--- src/rtl/uart_irq_pkg.sv ---
`timescale 1ns/1ps
package uart_irq_pkg;
    localparam int REG_W = 32;

    localparam int B_CTS = 1;
    localparam int B_RX  = 4;
    localparam int B_TX  = 5;
    localparam int B_TO  = 6;
    localparam int B_FE  = 7;
    localparam int B_PE  = 8;
    localparam int B_BE  = 9;
    localparam int B_OE  = 10;
    localparam int B_EOT = 11;

    localparam logic [REG_W-1:0] IMPL_MASK = 32'h0000_0FF2;

    localparam int N_STICKY = 6;

    typedef enum logic [1:0] {
        A_RAW    = 2'd0,
        A_MASK   = 2'd1,
        A_MASKED = 2'd2,
        A_CLEAR  = 2'd3
    } reg_addr_e;

    typedef enum logic [1:0] {
        LV_OFF     = 2'd0,
        LV_RAISED  = 2'd1,
        LV_CLEARED = 2'd2
    } lvl_state_e;

    typedef enum logic [1:0] {
        TO_IDLE  = 2'd0,
        TO_COUNT = 2'd1,
        TO_FIRED = 2'd2
    } to_state_e;

    typedef enum logic {
        EOT_SENDING = 1'b0,
        EOT_DRAINED = 1'b1
    } eot_state_e;

    // Trigger point for a 3-bit select code, as a fraction of the FIFO depth
    function automatic int trig_level(input logic [2:0] sel, input int depth);
        int r;
        case (sel)
            3'd0:    r = depth / 8;
            3'd1:    r = depth / 4;
            3'd2:    r = depth / 2;
            3'd3:    r = (depth * 3) / 4;
            default: r = (depth * 7) / 8;
        endcase
        return r;
    endfunction
endpackage

--- src/rtl/uart_irq_level.sv ---
`timescale 1ns/1ps
module uart_irq_level #(
    parameter int DEPTH = 16,
    parameter bit IS_TX = 1'b1,
    localparam int LVL_W = $clog2(DEPTH + 1)
) (
    input  logic             clk,
    input  logic             rst_n,
    input  logic             fifo_en,
    input  logic [LVL_W-1:0] level,
    input  logic [2:0]       trig_sel,
    input  logic             clr,
    output logic             flag
);
    import uart_irq_pkg::*;

    lvl_state_e       state_q, state_n;
    logic [LVL_W-1:0] trig;
    logic             cond;

    assign trig = LVL_W'(trig_level(trig_sel, DEPTH));

    generate
        if (IS_TX) begin : g_tx
            always_comb cond = fifo_en ? (level <= trig) : (level == '0);
        end else begin : g_rx
            always_comb cond = fifo_en ? (level >= trig) : (level != '0);
        end
    endgenerate

    always_ff @(posedge clk) begin
        if (!rst_n) state_q <= LV_OFF;
        else        state_q <= state_n;
    end

    always_comb begin
        state_n = state_q;
        unique case (state_q)
            LV_OFF:     if (cond) state_n = LV_RAISED;
            LV_RAISED:  if (!cond) state_n = LV_OFF;
                        else if (clr) state_n = LV_CLEARED;
            LV_CLEARED: if (!cond) state_n = LV_OFF;
            default:    state_n = LV_OFF;
        endcase
    end

    always_comb flag = (state_q == LV_RAISED);

    AST_FLAG_NEEDS_COND: assert property (@(posedge clk) disable iff (!rst_n)
        flag |-> $past(cond));
    AST_CLEAR_DROPS_FLAG: assert property (@(posedge clk) disable iff (!rst_n)
        ($past(state_q) == LV_RAISED && $past(clr)) |-> !flag);
endmodule

--- src/rtl/uart_irq_rxto.sv ---
`timescale 1ns/1ps
module uart_irq_rxto #(
    parameter int DEPTH   = 16,
    parameter int TO_BITS = 32,
    localparam int LVL_W  = $clog2(DEPTH + 1),
    localparam int CNT_W  = $clog2(TO_BITS)
) (
    input  logic             clk,
    input  logic             rst_n,
    input  logic             enable,
    input  logic [LVL_W-1:0] rx_level,
    input  logic             rx_done,
    input  logic             bit_tick,
    input  logic             clr,
    output logic             fired
);
    import uart_irq_pkg::*;

    localparam logic [CNT_W-1:0] LAST = CNT_W'(TO_BITS - 1);

    to_state_e        state_q, state_n;
    logic [CNT_W-1:0] cnt_q, cnt_n;
    logic             live;

    assign live = enable && (rx_level != '0);

    always_ff @(posedge clk) begin
        if (!rst_n) begin
            state_q <= TO_IDLE;
            cnt_q   <= '0;
        end else begin
            state_q <= state_n;
            cnt_q   <= cnt_n;
        end
    end

    always_comb begin
        state_n = state_q;
        cnt_n   = cnt_q;
        unique case (state_q)
            TO_IDLE: begin
                cnt_n = '0;
                if (live) state_n = TO_COUNT;
            end
            TO_COUNT: begin
                if (!live) begin
                    state_n = TO_IDLE;
                    cnt_n   = '0;
                end else if (rx_done) begin
                    cnt_n = '0;
                end else if (bit_tick) begin
                    if (cnt_q == LAST) begin
                        state_n = TO_FIRED;
                        cnt_n   = '0;
                    end else begin
                        cnt_n = cnt_q + 1'b1;
                    end
                end
            end
            TO_FIRED: begin
                cnt_n = '0;
                if (!live)    state_n = TO_IDLE;
                else if (clr) state_n = TO_COUNT;
            end
            default: begin
                state_n = TO_IDLE;
                cnt_n   = '0;
            end
        endcase
    end

    always_comb fired = (state_q == TO_FIRED);

    AST_TO_NEEDS_MASK: assert property (@(posedge clk) disable iff (!rst_n)
        fired |-> $past(enable));
    AST_TO_NEEDS_DATA: assert property (@(posedge clk) disable iff (!rst_n)
        fired |-> $past(rx_level != '0));
    AST_TO_ON_TICK: assert property (@(posedge clk) disable iff (!rst_n)
        $rose(fired) |-> $past(bit_tick && !rx_done));
endmodule

--- src/rtl/uart_irq_eot.sv ---
`timescale 1ns/1ps
module uart_irq_eot #(
    parameter int DEPTH  = 16,
    localparam int LVL_W = $clog2(DEPTH + 1)
) (
    input  logic             clk,
    input  logic             rst_n,
    input  logic [LVL_W-1:0] tx_level,
    input  logic             tx_busy,
    output logic             eot_set
);
    import uart_irq_pkg::*;

    eot_state_e state_q, state_n;
    logic       drained;

    assign drained = (tx_level == '0) && !tx_busy;

    always_ff @(posedge clk) begin
        if (!rst_n) state_q <= EOT_DRAINED;
        else        state_q <= state_n;
    end

    always_comb begin
        state_n = state_q;
        unique case (state_q)
            EOT_SENDING: if (drained)  state_n = EOT_DRAINED;
            EOT_DRAINED: if (!drained) state_n = EOT_SENDING;
            default:     state_n = EOT_DRAINED;
        endcase
    end

    always_comb eot_set = (state_q == EOT_SENDING) && drained;
endmodule

--- src/rtl/uart_irq_ctrl.sv ---
`timescale 1ns/1ps
module uart_irq_ctrl #(
    parameter int DEPTH   = 16,
    parameter int TO_BITS = 32,
    localparam int LVL_W  = $clog2(DEPTH + 1)
) (
    input  logic             clk,
    input  logic             rst_n,
    input  logic             fifo_en,
    input  logic [LVL_W-1:0] tx_level,
    input  logic [LVL_W-1:0] rx_level,
    input  logic [2:0]       tx_trig_sel,
    input  logic [2:0]       rx_trig_sel,
    input  logic             rx_done,
    input  logic             rx_frame_err,
    input  logic             rx_parity_err,
    input  logic             rx_break,
    input  logic             bit_tick,
    input  logic             tx_busy,
    input  logic             cts_change,
    input  logic [1:0]       reg_addr,
    input  logic             reg_wr,
    input  logic [31:0]      reg_wdata,
    output logic [31:0]      reg_rdata,
    output logic             irq
);
    import uart_irq_pkg::*;

    localparam int STICKY_IDX [N_STICKY] = '{B_CTS, B_FE, B_PE, B_BE, B_OE, B_EOT};
    localparam logic [LVL_W-1:0] FULL = LVL_W'(DEPTH);

    reg_addr_e             addr;
    logic [REG_W-1:0]      mask_q;
    logic [REG_W-1:0]      clr_v;
    logic [REG_W-1:0]      raw;
    logic [REG_W-1:0]      masked;
    logic [N_STICKY-1:0]   sticky_q, sticky_n, set_v;
    logic                  overrun;
    logic                  eot_set;
    logic                  tx_flag, rx_flag, to_fired;

    assign addr    = reg_addr_e'(reg_addr);
    assign clr_v   = (reg_wr && addr == A_CLEAR) ? (reg_wdata & IMPL_MASK) : '0;
    assign overrun = rx_done && (fifo_en ? (rx_level == FULL) : (rx_level != '0));

    // Level flags, one instance per direction
    generate
        for (genvar d = 0; d < 2; d++) begin : g_dir
            if (d == 0) begin : g_t
                uart_irq_level #(.DEPTH(DEPTH), .IS_TX(1'b1)) u_lvl (
                    .clk(clk), .rst_n(rst_n), .fifo_en(fifo_en),
                    .level(tx_level), .trig_sel(tx_trig_sel),
                    .clr(clr_v[B_TX]), .flag(tx_flag));
            end else begin : g_r
                uart_irq_level #(.DEPTH(DEPTH), .IS_TX(1'b0)) u_lvl (
                    .clk(clk), .rst_n(rst_n), .fifo_en(fifo_en),
                    .level(rx_level), .trig_sel(rx_trig_sel),
                    .clr(clr_v[B_RX]), .flag(rx_flag));
            end
        end
    endgenerate

    uart_irq_rxto #(.DEPTH(DEPTH), .TO_BITS(TO_BITS)) u_rxto (
        .clk(clk), .rst_n(rst_n), .enable(mask_q[B_TO]),
        .rx_level(rx_level), .rx_done(rx_done), .bit_tick(bit_tick),
        .clr(clr_v[B_TO]), .fired(to_fired));

    uart_irq_eot #(.DEPTH(DEPTH)) u_eot (
        .clk(clk), .rst_n(rst_n), .tx_level(tx_level),
        .tx_busy(tx_busy), .eot_set(eot_set));

    // Sticky event bits: a set in the same cycle as a clear wins
    always_comb begin
        set_v = {eot_set, overrun, rx_break, rx_parity_err, rx_frame_err, cts_change};
        for (int i = 0; i < N_STICKY; i++) begin
            sticky_n[i] = set_v[i] | (sticky_q[i] & ~clr_v[STICKY_IDX[i]]);
        end
    end

    always_ff @(posedge clk) begin
        if (!rst_n) begin
            sticky_q <= '0;
            mask_q   <= '0;
        end else begin
            sticky_q <= sticky_n;
            if (reg_wr && addr == A_MASK) mask_q <= reg_wdata & IMPL_MASK;
        end
    end

    always_comb begin
        raw = '0;
        for (int i = 0; i < N_STICKY; i++) raw[STICKY_IDX[i]] = sticky_q[i];
        raw[B_TX] = tx_flag;
        raw[B_RX] = rx_flag;
        raw[B_TO] = to_fired;
    end

    assign masked = raw & mask_q;
    assign irq    = |masked;

    always_comb begin
        unique case (addr)
            A_RAW:    reg_rdata = raw;
            A_MASK:   reg_rdata = mask_q;
            A_MASKED: reg_rdata = masked;
            A_CLEAR:  reg_rdata = '0;
            default:  reg_rdata = '0;
        endcase
    end

    AST_IRQ_NEEDS_MASK: assert property (@(posedge clk) disable iff (!rst_n)
        irq |-> (mask_q != '0));
    AST_STICKY_FALL: assert property (@(posedge clk) disable iff (!rst_n)
        $fell(raw[B_FE]) |-> $past(clr_v[B_FE]));
    AST_OVERRUN_ON_RX: assert property (@(posedge clk) disable iff (!rst_n)
        $rose(raw[B_OE]) |-> $past(rx_done));
    AST_EOT_ON_DRAIN: assert property (@(posedge clk) disable iff (!rst_n)
        $rose(raw[B_EOT]) |-> $past(tx_level == '0 && !tx_busy));
    AST_SET_WINS: assert property (@(posedge clk) disable iff (!rst_n)
        $past(rx_frame_err) |-> raw[B_FE]);
endmodule

--- config.mk ---
export PLATFORM = sky130hd
export DESIGN_NAME = uart_irq_ctrl
export DESIGN_NICKNAME = d
export VERILOG_FILES = /design/src/rtl/uart_irq_pkg.sv /design/src/rtl/uart_irq_level.sv /design/src/rtl/uart_irq_rxto.sv /design/src/rtl/uart_irq_eot.sv /design/src/rtl/uart_irq_ctrl.sv
export SDC_FILE = /design/constraint.sdc
export NUM_CORES = 1
export LEC_CHECK = 0
export BUFFER_PORTS_ARGS = -buffer_cell sky130_fd_sc_hd__clkbuf_2
export CAP_MARGIN = 20
export CORE_MARGIN = 3
export CORE_UTILIZATION = 48
export DETAILED_ROUTE_END_ITERATION = 7
export PLACE_DENSITY = 0.86
export SYNTH_ARGS = -nofsm -noshare
export SYNTH_HDL_FRONTEND = slang
export SYNTH_SLANG_ARGS = --single-unit
--- constraint.sdc ---
create_clock -name clk -period 2.83 [get_ports clk]
set_input_delay 0.1415 -clock clk [delete_from_list [all_inputs] [get_ports clk]]
set_output_delay 0.1415 -clock clk [all_outputs]
set_load 0.01 [all_outputs]
* Yosys cells after proc, flatten, opt, wreduce, memory -nomap -nowiden
Index checks and enable logic that the tools add are counted.
Operators by class: add/sub/neg operators 1, order comparisons 2, equal/unequal tests 28, mux-type cells 27, bitwise operators 23, reductions and logical operators 20
Operator list (count):
- 32-bit case mux with 4 select lines | 1
- 4-bit case mux with 4 select lines | 2
- 32-bit OR reduction | 1
- 2-bit 2-to-1 mux | 15
- 3-bit inequality test (second input constant) | 6
- 2-bit case mux with 3 select lines | 3
- 12-bit AND | 1
- 3-bit by 2-bit equality test with 1-bit output (second input constant) | 4
- 12-bit 2-to-1 mux | 1
- 2-bit equality test (second input constant) | 5
- 5-bit equality test (second input constant) | 2
- 1-bit inverter | 10
- 2-bit by 1-bit equality test with 1-bit output (second input constant) | 4
- 2-bit zero test | 4
- 1-bit AND | 6
- 3-bit by 1-bit equality test with 1-bit output (second input constant) | 2
- 1-bit logical AND | 6
- 3-bit zero test | 2
- 2-bit by 1-bit inequality test with 1-bit output (second input constant) | 3
- 1-bit bitwise OR | 6
- 3-bit AND reduction | 2
- 5-bit by 1-bit adder with 5-bit output (second input constant) | 1
- 5-bit by 4-bit >= comparator with 1-bit output | 1
- 5-bit by 4-bit <= comparator with 1-bit output | 1
- other kinds (8) | 12
Storage, ports and cells: flip-flop bits (word level) 27, output and inout port bits 33, word-level logic and storage cells 108

* Longest topological paths before layout
Gate-level depths: netlist of run 1.
word-level depth 6, gate-level depth with buffers 7

* Modules after synthesis
A second synthesis of run 1 with hierarchy kept.
Unflattened totals: cells, all modules 202, area total of the unflattened synthesis 1816.7 um2
By module, submodules not included:
- uart_irq_ctrl | instances 1, cells each 116, area an instance 1002.2 um2, seq. area each 300.3 um2
- uart_irq_rxto | instances 1, cells each 39, area an instance 365.4 um2, seq. area each 140.1 um2
- uart_irq_level at g_dir[0].g_t.u_lvl | instances 1, cells each 21, area an instance 196.4 um2, seq. area each 40.0 um2
- uart_irq_level at g_dir[1].g_r.u_lvl | instances 1, cells each 22, area an instance 187.7 um2, seq. area each 40.0 um2
- uart_irq_eot | instances 1, cells each 4, area an instance 65.1 um2, seq. area each 20.0 um2

* Least setup slack after synthesis of run 1
Ideal clock, no wire load.
kind register -> register, from register u_rxto.cnt_q[0], to register u_rxto.cnt_q[1], data arrival time 1.301 ns, setup slack 1.464 ns, stages on the path, launching flop included 8, path buffers 0, clock period less this slack 1.366 ns, path through dfxtp_1 > ha_1 > and3_1 > ha_1 > nand2_1 > and3_1 > nand3_1 > nor2_1
Between the ends: word-level cells in the longest chain between the ends 2, elaborated cells on any way between the ends 3
RTL lines:
- from (decl) | line uart_irq_rxto.sv:22 | logic [CNT_W-1:0] cnt_q, cnt_n;
- from (signal assigned) | line uart_irq_rxto.sv:33 | cnt_q <= cnt_n;
- 5-bit by 1-bit adder with 5-bit output or 5-bit equality test (tied branches) | line uart_irq_rxto.sv:56, uart_irq_rxto.sv:52
- 5-bit 2-to-1 mux (*) | line uart_irq_rxto.sv:52 | if (cnt_q == LAST) begin
Every way passes the cells marked *; elsewhere a longest branch is shown, timed or not. A chain may end at the register's enable or synchronous reset.

* Final worst setup path of run 1
from register u_rxto.state_q[1], to output reg_rdata[6]
Between the ends: word-level cells in the longest chain between the ends 3
RTL lines:
- from (decl) | line uart_irq_rxto.sv:21 | to_state_e state_q, state_n;
- from (signal assigned) | line uart_irq_rxto.sv:32 | state_q <= state_n;
- 2-bit equality test (*) | line uart_irq_rxto.sv:72 | always_comb fired = (state_q == TO_FIRED);
- 12-bit AND | line uart_irq_ctrl.sv:98 | assign masked = raw & mask_q;
- 32-bit case mux with 4 select lines (*) | line uart_irq_ctrl.sv:102 | unique case (addr)
- to (decl) | line uart_irq_ctrl.sv:24 | output logic [31:0] reg_rdata,
Every way passes the cells marked *; elsewhere a longest branch is shown, timed or not. The select of a mux whose other input is x is not followed.

==> impl_summary.txt, run 1 <==
----------------------------------------------------
[Final layout]
  Area added between synthesis and finish ... 12.4%
  # nets final ... approximately 330
  Most frequent cells in the layout ... clkbuf_2, dfxtp_1, conb_1, nand2_1, o21ai_0
  Most common cell after layout, fill and taps aside ... clkbuf_2
  Post-route non-filler standard cell count ... approximately 300
  Layout cell share with drive strength beyond 1 ... 0.200
  Antenna cell count ... 0

[Status]
  Run status ... finished clean

[Critical path]
  Required @ worst endpoint ... 2.69 ns
  Launching element type of the critical path ... flop
  R2r setup slk ... 1.31 ns
  Worst setup path class ... reg2out
  Kind of end point of the critical path ... primary output
  Peak fanout along the critical path ... 4
  Data arrival time of the critical path ... about 1.4 ns

[Floorplanning]
  Total Die Area ... approximately 4200 µm²
  Core area ... 3180 µm²
  Height of the die ... around 65 µm
  Io pins ... 94
  Site row count ... 20
  Horizontal die dimension ... 65.0 µm
  Initial standard-cell utilization of the core ... 0.525

[Timing]
  TNS Setup ... 0 ns
  Final setup violating endpoints ... 0
  Final worst path period need ... 1.56 ns
  Clock Skews ... 0.00175 ns
  Final hold violations ... 0
  Max Clk Rate ... between 0.6 and 0.7 GHz
  Final worst-path cycle share ... 0.551
  Minimum setup slack in the final design ... roughly 1.3 ns
  Setup repair after global routing missed its margin ... false
  Slew Viols, Final ... 0

[Yosys]
  Post-synthesis average cell area ... between 7 and 8 µm²
  Number of flip-flops and latches in the synthesized netlist ... 27
  Post-synthesis cell area ... roughly 1700 µm²
  Ys flop type ... dfxtp_1
  Seq/Total Area, Yosys ... 0.324
  Largest family of logic cells by synthesized area ... compound AO/OA/AOI/OAI gates
  Synth Area in XOR/XNOR ... 0.0105
  Synth async-reset ratio ... 0
  Post-Syn Instances ... around 210
  Area fraction in and, or, nand and nor cells after synthesis ... 0.211
  Mux contribution to synthesized area ... 0.0120
  Number of warnings reported in the yosys synthesis log ... 0
  Complex-gate fraction of the synthesized area ... 0.235
  Number of synthesized flops with an enable pin ... 0
  Number of distinct standard cells referenced by the synthesized netlist ... 35
  Synth Area in Adders ... 0.0600

[CTS]
  Number of levels the H-tree was split into ... 1
  Clock root buffer ... clkbuf_4
  Clock tree from TritonCTS ... built
  Clock buffer depth ... 2
  Clock buffer count from CTS ... 3
  Number of clock sinks seen by CTS ... 27
  Clock Pin Slew Worst Setup and Hold Paths ... about 0.14 ns
  Quantity of gates resized following cts ... 0
  Latest clock arrival within the worst-skew pair ... ~0.32 ns
  Cts hold-fix bufs ... 0
  Post-CTS repair timing setup buffer count ... 0

[Power]
  Leakage power of the design ... a little under 0.9 nW
  Worst vdd rail ir drop ... 177 µV
  Clock network power share ... 0.234
  Internal ... 0.000503 W
  Part of the total power dissipated in sequential elements ... 0.575
  Switching power ... between 0.00015 and 0.0002 W
  Net Sw Frac ... 0.283
  Fraction of power consumed by combinational cells ... 0.191
  PwrDens ... roughly 370 nW/µm²

[Global routing]
  Overall global routing resource usage ... 0.178
  Remaining global-route overflow ... 0
  Number of antenna violations at the first check in global routing ... 0
  Wire length of the first global-routing pass ... around 6100 µm
  Pin count of the biggest net entering global routing ... 24
  Number of global-route vias before repair ... 1418

[Placed design]
  Placer's final routability congestion estimate ... around 0.84
  Placed insts ... just under 300
  Quantity of I/O buffers inserted on ports ... 47
  Post-Place Setup Slack ... around 1.3 ns
  Total half-perimeter wirelength after legalization and detailed placement ... 2980 µm

[Route]
  Initial drt markers ... 61
  Avg WL per Cell ... around 13 µm
  Vias per Instance ... roughly 5.2
  Total via count in the routed design ... 1565
  DRC violations left ... 0
  Antenna violation net count after detailed routing ... 0
  Number of search-and-repair iterations in the first detailed-routing pass ... 4
  Routed Wire Length ... 3780 µm

[Run]
  Max capacitance violation total ... 0

[Min path]
  Worst hold path type ... in2reg

----------------------------------------------------
cells in the mapped netlist, types with 3 or more instances:
cell type	count	area (µm²)
dfxtp_1	27	541
buf_4	23	173
nand2_1	20	75.1
o21ai_0	16	80.1
nand3_1	13	65.1
nor2_1	13	48.8
inv_1	11	41.3
a21boi_0	9	67.6
a21oi_1	8	40.0
ha_1	8	100
a22o_1	7	61.3
clkbuf_1	6	22.5
nor2b_1	6	37.5
o21a_1	5	37.5
and3_1	4	25.0
nand2b_1	4	25.0
nand4_1	3	18.8
nor3_1	3	15.0
o21bai_1	3	22.5
layer usage:
metal / vias to the layer above / GRT usage / part of all wire
met3: 0 / 0.0243 / 0.075
met2: 74 / 0.332 / 0.51
met1: 702 / 0.209 / 0.42
met4: 0 / 0.0475 / 0
li1: 789 / - / -
met5: - / 0 / 0
stage by stage:
stage | hold slack (ns) | util | total power (W) | instance area, µm²
2_1_floorplan | 0.257 | - | 0.000514 | 1750
3_3_place_gp | 0.354 | 0.582 | 0.000542 | 1850
3_5_place_dp | 0.354 | 0.582 | 0.000546 | 1850
4_1_cts | 0.0120 | 0.590 | 0.000706 | 1880
5_1_grt | 0.0104 | 0.590 | 0.000738 | 1880
6_report | 0.0165 | 0.590 | 0.000702 | 1880
worst max-delay path, cell delays in order, from the launching register on:
cell	delay, ns
dfxtp_1	0.38
nor2b_1	0.26
o21ai_0	0.12
o21ai_0	0.17
clkbuf_2	0.16
cell families after synthesis:
logic type	Yosys count
AND/OR/NAND/NOR	72
AO/OA/AOI/OAI	58
buffers and inverters	41
flip-flops	27
adder cells (fa/ha/maj)	8
XOR/XNOR	2
multiplexers	2
other	1
power groups by stage:
stage                     logic (W)  clock network (W)  registers (W)
after floorplan            0.000105                  0       0.000409
after global placement     0.000130                  0       0.000411
after detailed placement   0.000134                  0       0.000412
after CTS                  0.000134           0.000168       0.000403
after global routing       0.000152           0.000181       0.000405
final                      0.000134           0.000164       0.000404
flip-flops by register name (all words and copies together) (netlist names):
signal                   cells
mask_q                       9
sticky_q                     6
u_rxto.cnt_q                 5
g_dir.g_t.u_lvl.state_q      2
g_dir.g_r.u_lvl.state_q      2
u_rxto.state_q               2
u_eot.state_q                1
area by class of cell:
cell class	instances	area, µm²
clock buffers	4	26.3
fillers	334	1300
inverters	11	41.3
multi-input cells	165	970
flip-flops and latches	27	541
well taps	44	55.1
repair buffers	48	243
final timing paths:
| kind | start | to | cells past startpoint |
|---|---|---|---|
| min | rx_frame_err | sticky_q[1] | 2 |
| min reg2reg | g_dir[1].g_r.u_lvl.state_q[1] | g_dir[1].g_r.u_lvl.state_q[0] | 1 |
| max | u_rxto.state_q[1] | reg_rdata[6] | 4 |
| max reg2reg | u_rxto.cnt_q[0] | u_rxto.cnt_q[2] | 7 |
Note: power is estimated with default switching activity, not from simulation.
==> run 2, diff against run 1 <==
--- a/config.mk
+++ b/config.mk
@@ -8,9 +8,9 @@
 export BUFFER_PORTS_ARGS = -buffer_cell sky130_fd_sc_hd__clkbuf_2
 export CAP_MARGIN = 20
 export CORE_MARGIN = 3
-export CORE_UTILIZATION = 48
+export CORE_UTILIZATION = 40
 export DETAILED_ROUTE_END_ITERATION = 7
-export PLACE_DENSITY = 0.86
+export PLACE_DENSITY = 0.76
 export SYNTH_ARGS = -nofsm -noshare
 export SYNTH_HDL_FRONTEND = slang
 export SYNTH_SLANG_ARGS = --single-unit
==> constraint.sdc (replaced) <==
create_clock -name clk -period 1.3 [get_ports clk]
set_input_delay 0.065 -clock clk [delete_from_list [all_inputs] [get_ports clk]]
set_output_delay 0.065 -clock clk [all_outputs]
set_load 0.01 [all_outputs]
==> run 2 against run 1 <==
The run now ends with setup timing left. Wire length rose by 4.1%. Design area increased by 12%. Core utilization shrank 4.1 points. Clock skew down 0.00053 ns. Combinational power rose by 140%. Sequential cell count unchanged. Sequential power grew 120%. Register-to-register slack got worse by 1.4 ns. Clock power increased to 2.9 times the previous value. Via count is 3.3% higher. Hold slack got worse by 0.014 ns. Die area is 18% higher. Highest routed layer is now met4.
==> impl_summary.txt, run 2 (synthesis gave the netlist of run 1 again) <==
----------------------------------------------------
[Status]
  Run status ... finished with violations
  Violated checks ... setup timing

[Floorplanning]
  Initial standard-cell utilization of the core ... 0.436 (-0.0890)
  Horizontal die dimension ... 70.6 µm (+8.7%)
  Io pins ... 94 (unchanged)
  Height of the die ... 70.6 µm (+8.7%)
  Site row count ... 22 (+10%)
  Core area ... 3830 µm² (+20%)
  Total Die Area ... 4980 µm² (+18%)

[Final layout]
  Most common cell after layout, fill and taps aside ... clkbuf_2
  Area added between synthesis and finish ... 25.8%
  Biggest regs ... mask_q (9), sticky_q (6), u_rxto.cnt_q (5)
  Number of flip-flops in the largest register ... 9 (unchanged)
  Layout cell share with drive strength beyond 1 ... 0.317 (+0.117)
  Antenna cell count ... 0 (unchanged)
  Utilization after layout ... 0.549 (-0.0414)
  Largest Register ... mask_q
  Most frequent cells in the layout ... clkbuf_2, conb_1, dfxtp_1, nand2_1, nand3_1
  # nets final ... 335 (+3.1%)

[Global routing]
  Number of global-route vias before repair ... 1463 (+3.2%)
  Wire length of the first global-routing pass ... 6250 µm (+2.8%)
  Number of antenna violations at the first check in global routing ... 0 (unchanged)
  Remaining global-route overflow ... 0 (unchanged)
  Pin count of the biggest net entering global routing ... 16 (-33%)
  Overall global routing resource usage ... 0.151 (-0.0270)

[Power]
  Internal ... 0.00121 W (+140%)
  Clock network power share ... 0.280 (+0.046)
  Worst vdd rail ir drop ... 394 µV (+120%)
  Leakage power of the design ... 0.949 nW (+9.6%)
  Overall power of the completed layout ... 0.00167 W (+140%)
  PwrDens ... 796 nW/µm² (+110%)
  Switching power ... 0.000461 W (+130%)
  Net Sw Frac ... 0.276 (-0.00721)
  Part of the total power dissipated in sequential elements ... 0.527 (-0.048)
  Fraction of power consumed by combinational cells ... 0.193 (+0.002)

[Critical path]
  Peak fanout along the critical path ... 2 (-2)
  WP buf/inv ... 1 (unchanged)
  Cell chain of the critical path ... a22o_1 > a221oi_2 > nand3_1 > clkbuf_2
  Number of cell instances on the worst register-to-register path ... 7 (unchanged)
  Delay of the slowest cell on the worst path ... 0.34 ns (-0.04 ns)
  Largest delay contributor family on the critical path ... compound AO/OA/AOI/OAI gates
  Required @ worst endpoint ... 1.24 ns (-1.45 ns)
  Data arrival time of the critical path ... 1.31 ns (-0.11 ns)
  R2r setup slk ... -0.06 ns (-1.37 ns)
  Cell at the slowest stage of the critical path ... dfxtp_2
  Worst setup path class ... reg2out
  Total number of cells along the worst setup path ... 4 (unchanged)
  Kind of end point of the critical path ... primary output
  Launching element type of the critical path ... flop

[Timing]
  Minimum setup slack in the final design ... -0.0703 ns (-1.34 ns)
  Setup repair after global routing missed its margin ... true
  Slew Viols, Final ... 0 (unchanged)
  Final worst-path cycle share ... 1.05
  Clock Skews ... 0.00122 ns (-0.000533 ns)
  Max Clk Rate ... ~0.73 GHz
  Final hold violations ... 0 (unchanged)
  Final setup violating endpoints ... 6 (+6)
  Final worst path period need ... 1.37 ns

[CTS]
  Clock tree from TritonCTS ... built
  Latest clock arrival within the worst-skew pair ... 0.26 ns (-0.06 ns)
  Cts hold-fix bufs ... 0 (unchanged)
  Clock buffer count from CTS ... 3 (unchanged)
  Number of levels the H-tree was split into ... 1 (unchanged)
  Number of clock sinks seen by CTS ... 27 (unchanged)
  Clock buffer depth ... 2 (unchanged)
  Clock root buffer ... clkbuf_8
  Clock Pin Slew Worst Setup and Hold Paths ... 0.09 ns (-0.05 ns)

[Route]
  Initial drt markers ... 108 (+77%)
  Vias per Instance ... 5.17 (-1.3%)
  Routed Wire Length ... 3930 µm (+4.1%)
  Total via count in the routed design ... 1617 (+3.3%)
  Avg WL per Cell ... 12.6 µm (-0.55%)
  Antenna violation net count after detailed routing ... 0 (unchanged)
  Number of search-and-repair iterations in the first detailed-routing pass ... 4 (unchanged)
  DRC violations left ... 0 (unchanged)

[Run]
  Max capacitance violation total ... 0 (unchanged)

[Placed design]
  Total half-perimeter wirelength after legalization and detailed placement ... 3180 µm (+6.5%)
  Quantity of I/O buffers inserted on ports ... 47 (unchanged)
  Placer's final routability congestion estimate ... 0.805 (-4.2%)

[Min path]
  Worst Hold Depth ... 2 (unchanged)
  Worst hold path type ... in2reg

----------------------------------------------------
[run 2: what timing repair did]
item | CTS | global route
setup endpoints to repair | 10 | 12
setup buffers | 1 | 0
pin swaps | 4 | 9
resized for setup | 16 | 22
[run 2: worst paths after layout]
path                                                    start                       endpoint
worst max-delay path                              sticky_q[5]                            irq
worst min-delay path                            rx_parity_err                    sticky_q[2]
worst max register to register                u_rxto.cnt_q[0]                u_rxto.cnt_q[3]
worst min register to register  g_dir[0].g_t.u_lvl.state_q[0]  g_dir[0].g_t.u_lvl.state_q[0]
[run 2: cell type report]
type / count / area (µm²)
Clock buffer: 3 / 41.3
Clock inverter: 1 / 5.00
Fill cell: 370 / 1730
Inverter: 11 / 41.3
Multi-Input combinational cell: 165 / 1080
Sequential cell: 27 / 548
Tap cell: 48 / 60.1
Timing Repair Buffer: 58 / 322
[run 2: through the flow]
step	instances	hold WS [ns]	instance area [µm²]	setup TNS [ns]	setup slack, ns
floorplan	233	0.180	1760	0	0.0106
global placement	308	0.274	1930	-0.131	-0.0403
detailed placement	308	0.286	1930	-0.296	-0.0706
CTS	313	0.00458	2050	-0.207	-0.0670
global route	313	0.0130	2100	-0.598	-0.133
finish	313	0.00238	2100	-0.222	-0.0703
[run 2: layer usage]
| metal | global-route usage | part of all wire | vias up |
|---|---|---|---|
| li1 | - | - | 810 |
| met1 | 0.197 | 0.43 | 745 |
| met2 | 0.244 | 0.48 | 58 |
| met3 | 0.0341 | 0.078 | 4 |
| met4 | 0.0543 | 0.0097 | 0 |
| met5 | 0 | 0 | - |
[run 2: power by group through the flow]
| stage | registers [W] | logic (W) | clock network [W] |
|---|---|---|---|
| floorplan | 0.000890 | 0.000229 | 0 |
| global placement | 0.000895 | 0.000300 | 0 |
| detailed placement | 0.000897 | 0.000307 | 0 |
| CTS | 0.000879 | 0.000313 | 0.000475 |
| global route | 0.000884 | 0.000364 | 0.000500 |
| finish | 0.000881 | 0.000322 | 0.000469 |
